### src/rtl/nprb_pkg.sv
package nprb_pkg;

  localparam int SPP_W      = 4;
  localparam int PPB_W      = 8;
  localparam int PLN_W      = 2;
  localparam int BPP_W      = 12;
  localparam int MAX_PLANES = 2;
  localparam int MAX_BPP    = 2048;
  localparam int ID_LEN     = 8;

  localparam logic [7:0] OP_RESET   = 8'hFF;
  localparam logic [7:0] OP_READ_ID = 8'h90;
  localparam logic [7:0] ID_ADDR    = 8'h00;

  typedef enum logic [1:0] {
    K_CMD  = 2'd0,
    K_ADDR = 2'd1,
    K_READ = 2'd2
  } kind_e;

  typedef enum logic [1:0] {
    P_OK      = 2'd0,
    P_NODEV   = 2'd1,
    P_UNSUP   = 2'd2,
    P_TIMEOUT = 2'd3
  } pstat_e;

  typedef struct packed {
    logic [SPP_W-1:0] spp;
    logic [PPB_W-1:0] ppb;
    logic [PLN_W-1:0] planes;
    logic [BPP_W-1:0] bpp;
  } geom_t;

  // no device answers: floating or shorted ID bus
  function automatic logic id_absent(input logic [7:0] b0, input logic [7:0] b1);
    return (b0 == 8'hFF) || (b0 == 8'h00) || (b1 == 8'hFF);
  endfunction

  function automatic logic code_known(input logic [7:0] b1);
    logic k;
    case (b1)
      8'hF1, 8'hDA, 8'hD1, 8'h95, 8'hDC: k = 1'b1;
      default:                           k = 1'b0;
    endcase
    return k;
  endfunction

  function automatic geom_t geom_from_id(input logic [7:0] b0, input logic [7:0] b1,
                                         input logic [7:0] b3);
    geom_t g;
    g.spp    = SPP_W'(4);
    g.ppb    = PPB_W'(64);
    g.planes = PLN_W'(1);
    g.bpp    = BPP_W'(1024);
    if (b1 == 8'hDA) begin
      g.planes = PLN_W'(2);
    end else if (b1 == 8'hDC) begin
      g.planes = PLN_W'(2);
      if (b0 == 8'h2C && b3 == 8'hA6) g.spp = SPP_W'(8);
      else                            g.bpp = BPP_W'(2048);
    end
    return g;
  endfunction

  function automatic logic [31:0] blocks_total(input logic [31:0] dies,
                                               input logic [31:0] planes,
                                               input logic [31:0] bpp);
    return dies * planes * bpp;
  endfunction

endpackage

### src/rtl/nprb_tick_timer.sv
module nprb_tick_timer #(
  parameter int DLY_CYC     = 40,
  parameter int TIMEOUT_CYC = 4096,
  localparam int LIMIT = (DLY_CYC > TIMEOUT_CYC) ? DLY_CYC : TIMEOUT_CYC,
  localparam int CNT_W = $clog2(LIMIT + 1)
) (
  input  logic clk,
  input  logic rst_n,
  input  logic run_i,
  output logic dly_hit_o,
  output logic tmo_hit_o
);

  logic [CNT_W-1:0] cnt_q;

  // counts cycles spent in a waiting state, restarts whenever the state is left
  always_ff @(posedge clk or negedge rst_n) begin
    if (!rst_n)     cnt_q <= '0;
    else if (run_i) cnt_q <= cnt_q + 1'b1;
    else            cnt_q <= '0;
  end

  assign dly_hit_o = run_i && (cnt_q == CNT_W'(DLY_CYC - 1));
  assign tmo_hit_o = run_i && (cnt_q == CNT_W'(TIMEOUT_CYC - 1));

  AST_TMR_CEIL: assert property (@(posedge clk) disable iff (!rst_n)
    run_i |-> (cnt_q < CNT_W'(LIMIT)));

endmodule

### src/rtl/nprb_id_capture.sv
module nprb_id_capture #(
  parameter int LEN = nprb_pkg::ID_LEN,
  localparam int IDX_W = $clog2(LEN)
) (
  input  logic       clk,
  input  logic       rst_n,
  input  logic       clr_i,
  input  logic       take_i,
  input  logic [7:0] byte_i,
  output logic [7:0] b0_o,
  output logic [7:0] b1_o,
  output logic [7:0] b3_o,
  output logic       last_o
);

  logic [IDX_W-1:0] idx_q;

  assign last_o = take_i && (idx_q == IDX_W'(LEN - 1));

  always_ff @(posedge clk or negedge rst_n) begin
    if (!rst_n) begin
      idx_q <= '0;
      b0_o  <= '0;
      b1_o  <= '0;
      b3_o  <= '0;
    end else if (clr_i) begin
      idx_q <= '0;
    end else if (take_i) begin
      idx_q <= last_o ? '0 : idx_q + 1'b1;
      if (idx_q == IDX_W'(0)) b0_o <= byte_i;
      if (idx_q == IDX_W'(1)) b1_o <= byte_i;
      if (idx_q == IDX_W'(3)) b3_o <= byte_i;
    end
  end

  AST_NO_TAKE_ON_CLR: assert property (@(posedge clk) disable iff (!rst_n)
    !(clr_i && take_i));

endmodule

### src/rtl/nprb_geom_decode.sv
module nprb_geom_decode (
  input  logic [7:0]      b0_i,
  input  logic [7:0]      b1_i,
  input  logic [7:0]      b3_i,
  output nprb_pkg::geom_t geom_o
);
  import nprb_pkg::*;

  assign geom_o = geom_from_id(b0_i, b1_i, b3_i);

endmodule

### src/rtl/nand_probe.sv
module nand_probe #(
  parameter int NUM_CS      = 4,
  parameter int DLY_CYC     = 40,
  parameter int TIMEOUT_CYC = 4096,
  localparam int CS_W  = (NUM_CS > 1) ? $clog2(NUM_CS) : 1,
  localparam int DIE_W = $clog2(NUM_CS + 1),
  localparam int TOT_W = $clog2(NUM_CS * nprb_pkg::MAX_PLANES * nprb_pkg::MAX_BPP + 1)
) (
  input  logic             clk,
  input  logic             rst_n,
  input  logic             start_i,
  output logic             busy_o,
  output logic             done_o,
  output logic             bus_valid_o,
  input  logic             bus_ready_i,
  output logic [1:0]       bus_kind_o,
  output logic [7:0]       bus_byte_o,
  output logic [CS_W-1:0]  bus_cs_o,
  input  logic             rd_valid_i,
  input  logic [7:0]       rd_byte_i,
  input  logic             dev_ready_i,
  output logic [1:0]       status_o,
  output logic [3:0]       sec_per_page_o,
  output logic [7:0]       page_per_blk_o,
  output logic [1:0]       plane_per_die_o,
  output logic [11:0]      blk_per_plane_o,
  output logic [DIE_W-1:0] die_count_o,
  output logic [TOT_W-1:0] total_blk_o
);
  import nprb_pkg::*;

  typedef enum logic [3:0] {
    S_IDLE, S_RST_CMD, S_RST_WAIT, S_ID_CMD, S_ID_ADDR,
    S_ID_DLY, S_RD_REQ, S_RD_RESP, S_EVAL, S_FIN
  } st_e;

  st_e              st_q, st_d;
  pstat_e           pend_q, pend_d, status_q;
  logic [CS_W-1:0]  cs_q;
  logic [DIE_W-1:0] match_q, dies_q;
  logic [7:0]       id0_b0_q, id0_b1_q, id0_b3_q;
  geom_t            geom_q, geom_w;
  logic [TOT_W-1:0] total_q;
  logic             done_q;

  // named internal events
  logic             accept_w, take_w, cap_last_w, dly_hit_w, tmo_hit_w, tmr_run_w;
  logic             id_cmd_w, cs0_w, last_cs_w;
  logic [7:0]       cap_b0_w, cap_b1_w, cap_b3_w;

  // ---------------- request channel ----------------
  always_comb begin
    bus_valid_o = 1'b0;
    bus_kind_o  = K_CMD;
    bus_byte_o  = 8'h00;
    case (st_q)
      S_RST_CMD: begin bus_valid_o = 1'b1; bus_byte_o = OP_RESET;   end
      S_ID_CMD:  begin bus_valid_o = 1'b1; bus_byte_o = OP_READ_ID; end
      S_ID_ADDR: begin bus_valid_o = 1'b1; bus_kind_o = K_ADDR; bus_byte_o = ID_ADDR; end
      S_RD_REQ:  begin bus_valid_o = 1'b1; bus_kind_o = K_READ; end
      default:   ;
    endcase
  end

  assign bus_cs_o  = cs_q;
  assign accept_w  = bus_valid_o && bus_ready_i;
  assign id_cmd_w  = bus_valid_o && (bus_kind_o == K_CMD) && (bus_byte_o == OP_READ_ID);
  assign take_w    = (st_q == S_RD_RESP) && rd_valid_i;
  assign tmr_run_w = (st_q == S_RST_WAIT) || (st_q == S_ID_DLY);
  assign cs0_w     = (cs_q == '0);
  assign last_cs_w = (cs_q == CS_W'(NUM_CS - 1));

  // ---------------- sub-blocks ----------------
  nprb_tick_timer #(
    .DLY_CYC     (DLY_CYC),
    .TIMEOUT_CYC (TIMEOUT_CYC)
  ) u_timer (
    .clk       (clk),
    .rst_n     (rst_n),
    .run_i     (tmr_run_w),
    .dly_hit_o (dly_hit_w),
    .tmo_hit_o (tmo_hit_w)
  );

  nprb_id_capture #(
    .LEN (ID_LEN)
  ) u_cap (
    .clk    (clk),
    .rst_n  (rst_n),
    .clr_i  (st_q == S_ID_CMD),
    .take_i (take_w),
    .byte_i (rd_byte_i),
    .b0_o   (cap_b0_w),
    .b1_o   (cap_b1_w),
    .b3_o   (cap_b3_w),
    .last_o (cap_last_w)
  );

  nprb_geom_decode u_geom (
    .b0_i   (id0_b0_q),
    .b1_i   (id0_b1_q),
    .b3_i   (id0_b3_q),
    .geom_o (geom_w)
  );

  // ---------------- sequencer ----------------
  always_comb begin
    st_d   = st_q;
    pend_d = pend_q;
    case (st_q)
      S_IDLE:     if (start_i) st_d = S_RST_CMD;
      S_RST_CMD:  if (accept_w) st_d = S_RST_WAIT;
      S_RST_WAIT: begin
        if (dev_ready_i) begin
          st_d = S_ID_CMD;
        end else if (tmo_hit_w) begin
          st_d   = S_FIN;
          pend_d = P_TIMEOUT;
        end
      end
      S_ID_CMD:   if (accept_w) st_d = S_ID_ADDR;
      S_ID_ADDR:  if (accept_w) st_d = S_ID_DLY;
      S_ID_DLY:   if (dly_hit_w) st_d = S_RD_REQ;
      S_RD_REQ:   if (accept_w) st_d = S_RD_RESP;
      S_RD_RESP:  if (take_w) st_d = cap_last_w ? S_EVAL : S_RD_REQ;
      S_EVAL: begin
        if (cs0_w && id_absent(cap_b0_w, cap_b1_w)) begin
          st_d   = S_FIN;
          pend_d = P_NODEV;
        end else if (cs0_w && !code_known(cap_b1_w)) begin
          st_d   = S_FIN;
          pend_d = P_UNSUP;
        end else if (last_cs_w) begin
          st_d   = S_FIN;
          pend_d = P_OK;
        end else begin
          st_d = S_RST_CMD;
        end
      end
      S_FIN:      st_d = S_IDLE;
      default:    st_d = S_IDLE;
    endcase
  end

  always_ff @(posedge clk or negedge rst_n) begin
    if (!rst_n) begin
      st_q     <= S_IDLE;
      pend_q   <= P_OK;
      status_q <= P_OK;
      cs_q     <= '0;
      match_q  <= '0;
      dies_q   <= '0;
      id0_b0_q <= '0;
      id0_b1_q <= '0;
      id0_b3_q <= '0;
      geom_q   <= '0;
      total_q  <= '0;
      done_q   <= 1'b0;
    end else begin
      st_q   <= st_d;
      pend_q <= pend_d;
      done_q <= 1'b0;
      if (st_q == S_IDLE && start_i) begin
        cs_q    <= '0;
        match_q <= '0;
      end
      if (st_q == S_EVAL) begin
        if (cs0_w) begin
          id0_b0_q <= cap_b0_w;
          id0_b1_q <= cap_b1_w;
          id0_b3_q <= cap_b3_w;
        end
        if (cs0_w || (cap_b1_w == id0_b1_q)) match_q <= match_q + 1'b1;
        if (st_d == S_RST_CMD) cs_q <= cs_q + 1'b1;
      end
      if (st_q == S_FIN) begin
        done_q   <= 1'b1;
        status_q <= pend_q;
        if (pend_q == P_OK) begin
          geom_q  <= geom_w;
          dies_q  <= match_q;
          total_q <= TOT_W'(blocks_total(32'(match_q), 32'(geom_w.planes), 32'(geom_w.bpp)));
        end else begin
          geom_q  <= '0;
          dies_q  <= '0;
          total_q <= '0;
        end
      end
    end
  end

  assign busy_o          = (st_q != S_IDLE);
  assign done_o          = done_q;
  assign status_o        = status_q;
  assign sec_per_page_o  = geom_q.spp;
  assign page_per_blk_o  = geom_q.ppb;
  assign plane_per_die_o = geom_q.planes;
  assign blk_per_plane_o = geom_q.bpp;
  assign die_count_o     = dies_q;
  assign total_blk_o     = total_q;

  // ---------------- assertions ----------------
  AST_ID_AFTER_READY: assert property (@(posedge clk) disable iff (!rst_n)
    $rose(id_cmd_w) |-> $past(dev_ready_i));

  AST_DONE_PULSE: assert property (@(posedge clk) disable iff (!rst_n)
    done_o |=> !done_o);

  AST_DONE_IDLE: assert property (@(posedge clk) disable iff (!rst_n)
    done_o |-> !busy_o);

  AST_RESULT_HELD: assert property (@(posedge clk) disable iff (!rst_n)
    (!busy_o && !start_i) |=> ($stable(status_o) && $stable(total_blk_o)));

  AST_FAIL_ZERO: assert property (@(posedge clk) disable iff (!rst_n)
    (done_o && status_o != P_OK) |-> (die_count_o == '0 && total_blk_o == '0));

  AST_GEOM_LEGAL: assert property (@(posedge clk) disable iff (!rst_n)
    (done_o && status_o == P_OK) |->
      ((plane_per_die_o == 2'd1 || plane_per_die_o == 2'd2) &&
       (sec_per_page_o == 4'd4 || sec_per_page_o == 4'd8)));

  AST_DIES_NONZERO: assert property (@(posedge clk) disable iff (!rst_n)
    (done_o && status_o == P_OK) |-> (die_count_o != '0));

endmodule

### config.mk
export PLATFORM = sky130hd
export DESIGN_NAME = nand_probe
export DESIGN_NICKNAME = d
export VERILOG_FILES = /design/src/rtl/nprb_pkg.sv /design/src/rtl/nprb_tick_timer.sv /design/src/rtl/nprb_id_capture.sv /design/src/rtl/nprb_geom_decode.sv /design/src/rtl/nand_probe.sv
export SDC_FILE = /design/constraint.sdc
export NUM_CORES = 1
export LEC_CHECK = 0
export ABC_AREA = 1
export CAP_MARGIN = 20
export CORE_ASPECT_RATIO = 1.2
export CORE_UTILIZATION = 55
export DETAILED_ROUTE_END_ITERATION = 12
export PLACE_DENSITY_LB_ADDON = 0.05
export SLEW_MARGIN = 20
export SYNTH_ARGS = -nofsm -noshare
export SYNTH_HDL_FRONTEND = slang
export SYNTH_SLANG_ARGS = --single-unit
### constraint.sdc
create_clock -name clk -period 3.33 [get_ports clk]
set_input_delay 0.333 -clock clk [delete_from_list [all_inputs] [get_ports clk]]
set_output_delay 0.333 -clock clk [all_outputs]
set_load 0.01 [all_outputs]
* After elaboration in Yosys (flattened, before gate mapping) *
Index checks and enable logic that the tools add are counted.

operators by class
  add/subtract/negate cells = 4
  equal/unequal tests = 31
  reduce and logical (&&, ||, !) cells = 29
  order comparisons = 0
  shifts and indexed selects = 0
  bitwise operators = 1
  multiplexer cells = 47
  multipliers = 2
  divide/modulo/power cells = 0

operators by type and width
  operator               number
  $eq 8x8->1 const B     10
  $mux 4                 16
  $pmux 4 s9             1
  $mux 26                1
  $mux 12                2
  $mux 3                 7
  $mux 2                 9
  $eq 4x3->1 const B     4
  $pmux 8 s2             1
  $mul 5x12->15          1
  $mux 15                1
  $mux 14                1
  $add 13x1->13 const B  1
  $eq 13x12->1 const B   1
  $eq 13x6->1 const B    1
  $mux 13                1
  $logic_and 1x1->1      9
  $reduce_and 3->1       3
  $eq 4x1->1 const B     2
  $eq 4x2->1 const B     2
  $eq 4x4->1 const B     2
  $eq 8x6->1 const B     1
  $eq 8x8->1             1
  $logic_not 8->1        1
  23 further kinds       35

word-level totals
  bits in latches = 0
  RAM bits = 0
  logic and storage cells = 134
  bits of input ports = 14
  bits in read-only memories = 0
  memories = 0
  output and inout bits = 61
  register bits after elaboration = 122

* Longest topological paths before layout *
Gate-level depths: netlist of the first run.

  depth after elaboration = 14
  depth in mapped cells = 23
  gate-level depth less buffers = 23

* By module *
From an unflattened synthesis of the first run, not the netlist that was laid out.

unflattened totals
  cells, all modules = 1,015
  area, all modules = 7,880.1 um^2

modules (own cells, without submodules)
  module            cells an instance  sequential area each (um^2)  area each (um^2)  instances
  nand_probe        703                2,052.0                      5,592.9           1
  nprb_id_capture   135                675.6                        1,186.1           1
  nprb_tick_timer   97                 325.3                        699.4             1
  nprb_geom_decode  80                 0.0                          401.6             1

* Worst setup path before layout of the first run *
No wires, ideal clock.

  path kind = register to register
  start = register id0_b1_q[0]
  end = register total_q[13] (netlist: total_blk_o[13])
  cell stages (with the launch flop) = 17
  arrival time = 2.854 ns
  buffers on the path = 0
  required time = 3.209 ns
  period minus slack after synthesis = 2.975 ns
  slack = 0.355 ns
  library setup time = 0.121 ns
  cell sequence = dfrtp_1 > nor2_1 > inv_1 > nor2_1 > nand2_1 > nor2_1 > ha_1 > inv_1 > fa_1 > inv_1 > nand4_1 > nand2_1 > nor2_1 > ha_1 > ha_1 > ha_1 > a22o_1

on the way
  cells in the longest elaborated chain, start to end = 6
  elaborated cells between the ends (all ways) = 8
  classes of those cells = mul (2); eq/ne (2); mux (4)

ends and longest elaborated chain
  what                    line               RTL
  start, declared         nand_probe.sv:41   logic [7:0] id0_b0_q, id0_b1_q, id0_b3_q;
  start signal, assigned  nand_probe.sv:170  id0_b1_q <= cap_b1_w;
  $eq 8x8->1              nprb_pkg.sv:58     end else if (b1 == 8'hDC) begin
  $mux 14                 nprb_pkg.sv:58
  $mux 2                  nprb_pkg.sv:56     if (b1 == 8'hDA) begin
  $mul 3x2->5             nprb_pkg.sv:69     return dies * planes * bpp;
  $mul 5x12->15 *         nprb_pkg.sv:69
  $mux 15 *               nand_probe.sv:179  if (pend_q == P_OK) begin
  end signal, assigned    nand_probe.sv:182  total_q <= TOT_W'(blocks_total(32'(match_q), 32'(geom_w.planes), 32'(geom_w.bpp)));
  end, declared           nand_probe.sv:43   logic [TOT_W-1:0] total_q;

Every way passes the cells marked *; elsewhere a longest branch is shown, timed or not.
A chain may end at the register's enable or synchronous reset.

* Worst setup path in the final report of the first run *
  start = register id0_b1_q[5]
  end = register total_q[14] (netlist: total_blk_o[14])

Same word-level chain as after synthesis.

==> results.py, run 1 <==
metrics = {
    "run_status": {
        "status": "finished clean",
    },
    "grt": {
        "grt_util_all_layers_pct": 20.9,
        "gr-total-overflow": 0,
        "first_global_vias": 3504,
        "grt_first_pass_wirelength_mm": 16.0,
        "antenna_found_initial": 0,
        "grt_start_max_net_pins": 50,
    },
    "timing": {
        "slew_viol_final": 0,
        "hold_viol": 0,
        "setup_tns_ns": 0,
        "rsz0062_at_grt": "no",
        "finalCritPeriodShare_pct": 90.5,
        "finalSetupViolCount": 0,
        "slew_headroom_pct": 45.3,
        "skew_ns": 0.00782,
        "fmax_mhz": 332,
        "tightest_slew_ns": 0.818,
        "min_period_ns": 3.01,
    },
    "layout": {
        "multiInputGateArea_um2": 2230,
        "drive_gt1_share_pct": 11.8,
        "n_fill_cell": 821,
        "nets": 697,
        "num_antenna_cells": 0,
        "utilization_pct": 63.6,
        "regArea_um2": 2330,
        "area_delta_synth_final_pct": 12.6,
    },
    "synthesis": {
        "netlist_instances": 617,
        "yosysWarnings": 0,
        "synth_cell_types": 42,
        "syn_area_um2": 5100,
        "synth-edff-count": 0,
        "ys_ff_latch": 93,
        "synth_top_cell_area_share_pct": 45.6,
        "synth_flop_cell": "dfrtp_1",
        "yosys-top-cells-area": "dfrtp_1 (46%), nand2_1 (11%), inv_1 (6.0%)",
        "yosysTopAreaCell": "dfrtp_1",
        "synthTopCellsByCount": "nand2_1 (154), dfrtp_1 (93), inv_1 (81), nor2_1 (53), buf_4 (35)",
        "syn-mean-instance-area_um2": 8.27,
        "ys_seq_area_share_pct": 45.6,
        "async_reset_ff_share_pct": 100,
        "synthMostInstantiatedCell": "nand2_1",
    },
    "drt": {
        "ant_nets": 0,
        "drcViolationCount": 0,
        "wl_per_cell_um": 11.8,
        "first_iter_violations": 205,
        "routed_via_density": 4.95,
        "drt_wl_total_mm": 9.31,
        "first_pass_iters": 4,
        "num_vias": 3908,
    },
    "clock_tree": {
        "worstSkewPairLatency_ns": 0.36,
        "clk_path_buf_depth": 2,
        "clk_pin_slew_worst_paths_ns": 0.09,
        "cts-root-buf": "clkbuf_8",
        "ctsHoldBuffers": 0,
        "cts_tree": "built",
        "cts-buffers-inserted": 9,
        "clock_sinks": 93,
        "h-tree-depth": 3,
    },
    "placed_design": {
        "place.port_buffers": 45,
        "place_congestion": 0.920,
        "dpl.hpwl_mm": 6.96,
    },
    "power_and_ir_drop": {
        "ir_worst_vdd_uv": 373,
        "p_leak_nw": 2.84,
        "p_per_area_nw_per_um2": 544,
    },
    "critical_path": {
        "crit_type": "reg -> reg",
        "critPathMaxStageDelay_ns": 0.42,
        "end_kind": "register",
        "setup.worst_path.start": "id0_b1_q[5]",
        "start_kind": "register",
        "crit_buf_inv": 2,
        "worstPathMaxFanout": 5,
        "r2r_slack_ns": 0.32,
        "crit_required_ns": 3.59,
        "r2r_end": "total_blk_o[14]",
        "crit_path_top_delay_cell": "dfrtp_1",
        "endpoint": "total_blk_o[14]",
        "crit_cells": 19,
        "crit_family": "adder cells",
        "reg2reg_depth": 19,
        "critical_path_arrival_ns": 3.27,
        "reg2reg_from": "id0_b1_q[5]",
        "crit_chain": "nor2_1, nand2_1, nor2_2, nand2_2, nor2_1, ha_1, inv_1, fa_2, inv_1, nand4_1, nand2_1, nor2_1, ha_1, ha_1, xor2_1, xnor2_1, nand3_1, nand3_1, nand2_1",
    },
    "die": {
        "fp-row-count": 38,
        "design.die.area_um2": 9670,
        "initial_core_util_pct": 56.5,
        "die-width_um": 89.9,
        "die_h_um": 107,
        "pin_count": 75,
        "core_area_um2": 9030,
    },
    "run": {
        "maxCapViolations": 0,
    },
    "worst_hold_path": {
        "hold_class": "in -> async",
    },
}
-- metal layers --
| layer | track usage [%] | wire (µm) | vias to the layer above |
|---|---|---|---|
| li1 | - | - | 1995 |
| met1 | 27.7 | 4330 | 1838 |
| met2 | 34.3 | 4610 | 62 |
| met3 | 2.90 | 203 | 13 |
| met4 | 9.33 | 158 | 0 |
| met5 | 0 | 0 | - |
-- sequential cells by signal (all words and copies together) (netlist names), 3 cells and up --
name and flops:
die_count_o 3, id0_b1_q 8, u_cap.b1_o 8, u_cap.b3_o 8
id0_b3_q 8, u_timer.cnt_q 13, st_q 4, u_cap.b0_o 8
u_cap.idx_q 3, total_blk_o 5, id0_b0_q 8, match_q 3
-- worst reg2reg max path: cells and delay by family, from the launching register on --
kind                     cells  cell delay (ns)
XOR/XNOR                     2             0.36
adder cells (fa/ha/maj)      4             1.01
buffers and inverters        2             0.12
flip-flops                   1             0.42
AND/OR/NAND/NOR             11             1.01
-- power by group --
part	switching, mW	total [mW]	leakage (nW)	internal (mW)
logic	0.549	0.923	1.48	0.374
clock network	0.399	0.748	0.0858	0.349
registers	0.153	1.45	1.27	1.30
-- cells in the final DEF (no fill, tap or decap), types with 2 or more instances in the layout --
cell type,instances
ha_1,17
buf_4,8
nand2_1,153
dfrtp_1,93
clkbuf_1,2
a21o_1,2
conb_1,30
nand2_2,6
nand4_1,10
clkbuf_8,9
nand3_4,2
clkdlybuf4s50_1,44
o21ai_1,31
nor3_1,7
nor2_4,3
clkinvlp_4,3
inv_1,80
xor2_1,2
a22o_1,4
nor2_2,6
nor2_1,51
a21oi_1,15
nand3_1,23
nand2_4,3
mux2_4,4
mux2_2,2
inv_2,9
o21ai_0,19
o21ai_2,16
-- worst min path at each step --
stage	startpoint	end	slack (ns)	cells past startpoint
floorplan	rst_n	blk_per_plane_o[10]	0.04	0
global placement	rst_n	bus_cs_o[0]	0.40	1
detailed placement	rst_n	bus_cs_o[0]	0.41	1
CTS	rst_n	die_count_o[1]	0.01	1
global route	rst_n	u_timer.cnt_q[5]	0.04	1
finish	rst_n	bus_cs_o[0]	0.00007	1
-- through the flow --
step | power, mW | setup slack [ns] | instances | instance area, µm² | hold WS [ns]
global route | 3.34 | 0.0558 | 790 | 5740 | 0.0435
global placement | 2.38 | 0.171 | 769 | 5500 | 0.398
floorplan | 2.14 | 0.355 | 646 | 5210 | 0.0374
finish | 3.12 | 0.318 | 790 | 5740 | 0.0000654
detailed placement | 2.40 | 0.0430 | 769 | 5500 | 0.414
CTS | 3.16 | 0.0256 | 785 | 5690 | 0.0143
-- logic make-up (layout without fill, tap and decap cells) --
family	after synthesis	in the layout	share of synthesized area, %
simple gates	271	271	23.7
buf+inv	134	158	13.1
flops	93	93	45.6
compound gates	91	91	10.8
fa+ha+maj	18	18	4.56
mux	6	6	1.62
xor+xnor	3	3	0.515
other cells	1	30	0.0735
-- what timing repair did --
item / in CTS / in global routing
buffers inserted: 0 / 5
setup endpoints to repair: 0 / 2
gates resized for setup: 0 / 6
-- layout make-up --
cell class,count,area share (%)
sequential,93,40.5
clock buffer,11,2.29
multi-input combinational,419,38.8
timing repair buffer,52,8.71
clock inverter,5,1.07
tap,120,2.61
inverter,90,5.97
Power figures use the tool's default switching activity.
==> inputs of run 2 (changes only) <==
Settings changed: CORE_ASPECT_RATIO 1.2 to 1.1.
==> run 2 against run 1 <==
Compared with the run above:
- the flow now finishes with violations (negative hold slack)
- non-clock buffer count increased by 1
- die area about the same
- sequential cell count did not move
- sequential power hardly changed
- wire length is 2.3% higher
- core utilization is 0.72 points higher
- final cell count decreased by 0.76%
- sequential share of layout area up 0.062 points
==> results.py, run 2 (synthesis gave the netlist of run 1 again) <==
metrics = {
    "run_status": {
        "status": "complete, but fails checks",
        "violations": "negative hold slack",
    },
    "layout": {
        "drive_gt1_share_pct": 11.9,
        "area_delta_synth_final_pct": 12.4,
        "final_common_cell": "nand2_1",
        "nets": 698,
        "final_cell_mix": "nand2_1 (153), dfrtp_1 (93), inv_1 (80)",
        "num_antenna_cells": 0,
        "largest_reg_flops": 13,
        "top_register": "u_timer.cnt_q",
    },
    "clock_tree": {
        "ctsHoldBuffers": 0,
        "h-tree-depth": 3,
        "worstSkewPairLatency_ns": 0.36,
        "cts_tree": "built",
        "cts-root-buf": "clkbuf_8",
        "clk_path_buf_depth": 2,
        "clock_sinks": 93,
        "cts-buffers-inserted": 9,
        "clk_pin_slew_worst_paths_ns": 0.09,
    },
    "timing": {
        "setup_slack_ns": 0.248,
        "hold_viol": 8,
        "min_period_ns": 3.08,
        "slew_viol_final": 0,
        "setup_tns_ns": 0,
        "fin_hold_ws_ns": -0.00934,
        "slew_headroom_pct": 46.1,
        "tightest_slew_ns": 0.806,
        "skew_ns": 0.0139,
        "finalCritPeriodShare_pct": 92.6,
        "finalSetupViolCount": 0,
        "fmax_mhz": 324,
    },
    "placed_design": {
        "place_ws_ns": 0.0810,
        "dpl.hpwl_mm": 7.08,
        "place.port_buffers": 45,
        "place_congestion": 0.885,
    },
    "critical_path": {
        "worstPathMaxFanout": 5,
        "critical_path_arrival_ns": 3.35,
        "reg2reg_from": "id0_b1_q[4]",
        "crit_path_top_delay_cell": "dfrtp_1",
        "crit_required_ns": 3.60,
        "crit_chain": "inv_1, nor2_1, nand2_1, nor2_2, nand2_2, nor2_2, ha_2, inv_1, fa_1, inv_1, nand4_1, nand2_1, nor2_1, ha_1, ha_1, xor2_1, xnor2_1, nand3_1, nand3_1, nand2_1",
        "critPathMaxStageDelay_ns": 0.38,
        "crit_buf_inv": 3,
        "start_kind": "register",
        "crit_type": "reg -> reg",
        "end_kind": "register",
        "crit_family": "adder cells",
        "setup.worst_path.start": "id0_b1_q[4]",
    },
    "grt": {
        "grt_first_pass_wirelength_mm": 16.4,
        "top_usage_layer": "met2",
        "grt_start_max_net_pins": 53,
        "antenna_found_initial": 0,
        "grtUsageMet3_pct": 3.17,
        "first_global_vias": 3689,
        "use_met2_pct": 38.0,
        "grt_util_met1_pct": 27.2,
        "grt_util_all_layers_pct": 21.9,
        "gr-total-overflow": 0,
    },
    "drt": {
        "drt_wl_total_mm": 9.52,
        "first_iter_violations": 137,
        "wl_per_cell_um": 12.1,
        "drcViolationCount": 0,
        "first_pass_iters": 4,
        "num_vias": 3883,
        "routed_via_density": 4.95,
        "ant_nets": 0,
    },
    "power_and_ir_drop": {
        "p_per_area_nw_per_um2": 541,
        "p_leak_nw": 2.84,
        "power_mw": 3.10,
        "ir_worst_vdd_uv": 318,
        "p_int_mw": 2.02,
        "power_switching_mw": 1.09,
        "clkPwrFrac_pct": 23.4,
        "comb_power_share_pct": 29.8,
        "seq_power_share_pct": 46.8,
        "swShare_pct": 35.0,
    },
    "die": {
        "pin_count": 75,
        "design.die.area_um2": 9660,
        "die_h_um": 103,
        "core_area_um2": 8920,
        "initial_core_util_pct": 57.2,
        "die-width_um": 93.8,
        "fp-row-count": 36,
    },
    "worst_hold_path": {
        "hold_class": "in -> async",
    },
    "run": {
        "maxCapViolations": 0,
    },
}
-- run 2: layout make-up --
cell class	count	area [µm²]
timing repair buffer	53	508
clock inverter	4	50.0
tap	114	143
clock buffer	11	131
sequential	93	2330
multi-input combinational	419	2230
inverter	90	343
fill	810	3180
-- run 2: metal layers --
metal | vias to the layer above | share of wire, %
li1 | 1992 | -
met1 | 1807 | 45
met2 | 68 | 50
met3 | 16 | 2.5
met4 | 0 | 2.2
met5 | - | 0
-- run 2: worst reg2reg max path, cell delays in order (launching register included) --
cell,delay (ns)
dfrtp_1,0.38
inv_1,0.07
nor2_1,0.09
nand2_1,0.09
nor2_2,0.15
nand2_2,0.10
nor2_2,0.10
ha_2,0.19
inv_1,0.05
fa_1,0.37
inv_1,0.07
nand4_1,0.11
nand2_1,0.09
nor2_1,0.04
ha_1,0.30
ha_1,0.21
xor2_1,0.17
xnor2_1,0.19
nand3_1,0.10
nand3_1,0.08
nand2_1,0.05
-- run 2: power by group through the flow --
stage	sequential [mW]	clock, mW	combinational, mW
after detailed placement	1.48	0	0.931
after global routing	1.48	0.793	1.05
after floorplan	1.43	0	0.704
after CTS	1.45	0.751	0.936
final	1.45	0.726	0.923
after global placement	1.47	0	0.908
-- run 2: what timing repair did --
item / in CTS / in global routing
setup endpoints to repair: 0 / 2
buffers inserted: 0 / 6
resized for setup: 0 / 7
-- run 2: path summary, 6_finish.rpt --
check	end	slack, ns	depth (start not counted)
min	match_q[0]	-0.009	1
max reg2reg	total_blk_o[14]	0.25	20
min reg2reg	page_per_blk_o[6]	0.49	2
min in group clk	page_per_blk_o[6]	0.49	2
max	total_blk_o[14]	0.25	20
max in group asynchronous	id0_b0_q[5]	2.60	2
-- run 2: metrics by stage --
stage,cell area (µm²),util (%),cells
after floorplan,5210,-,646
after global placement,5490,61.6,763
after detailed placement,5490,61.6,763
after CTS,5670,63.6,778
after global routing,5730,64.3,784
final,5730,64.3,784
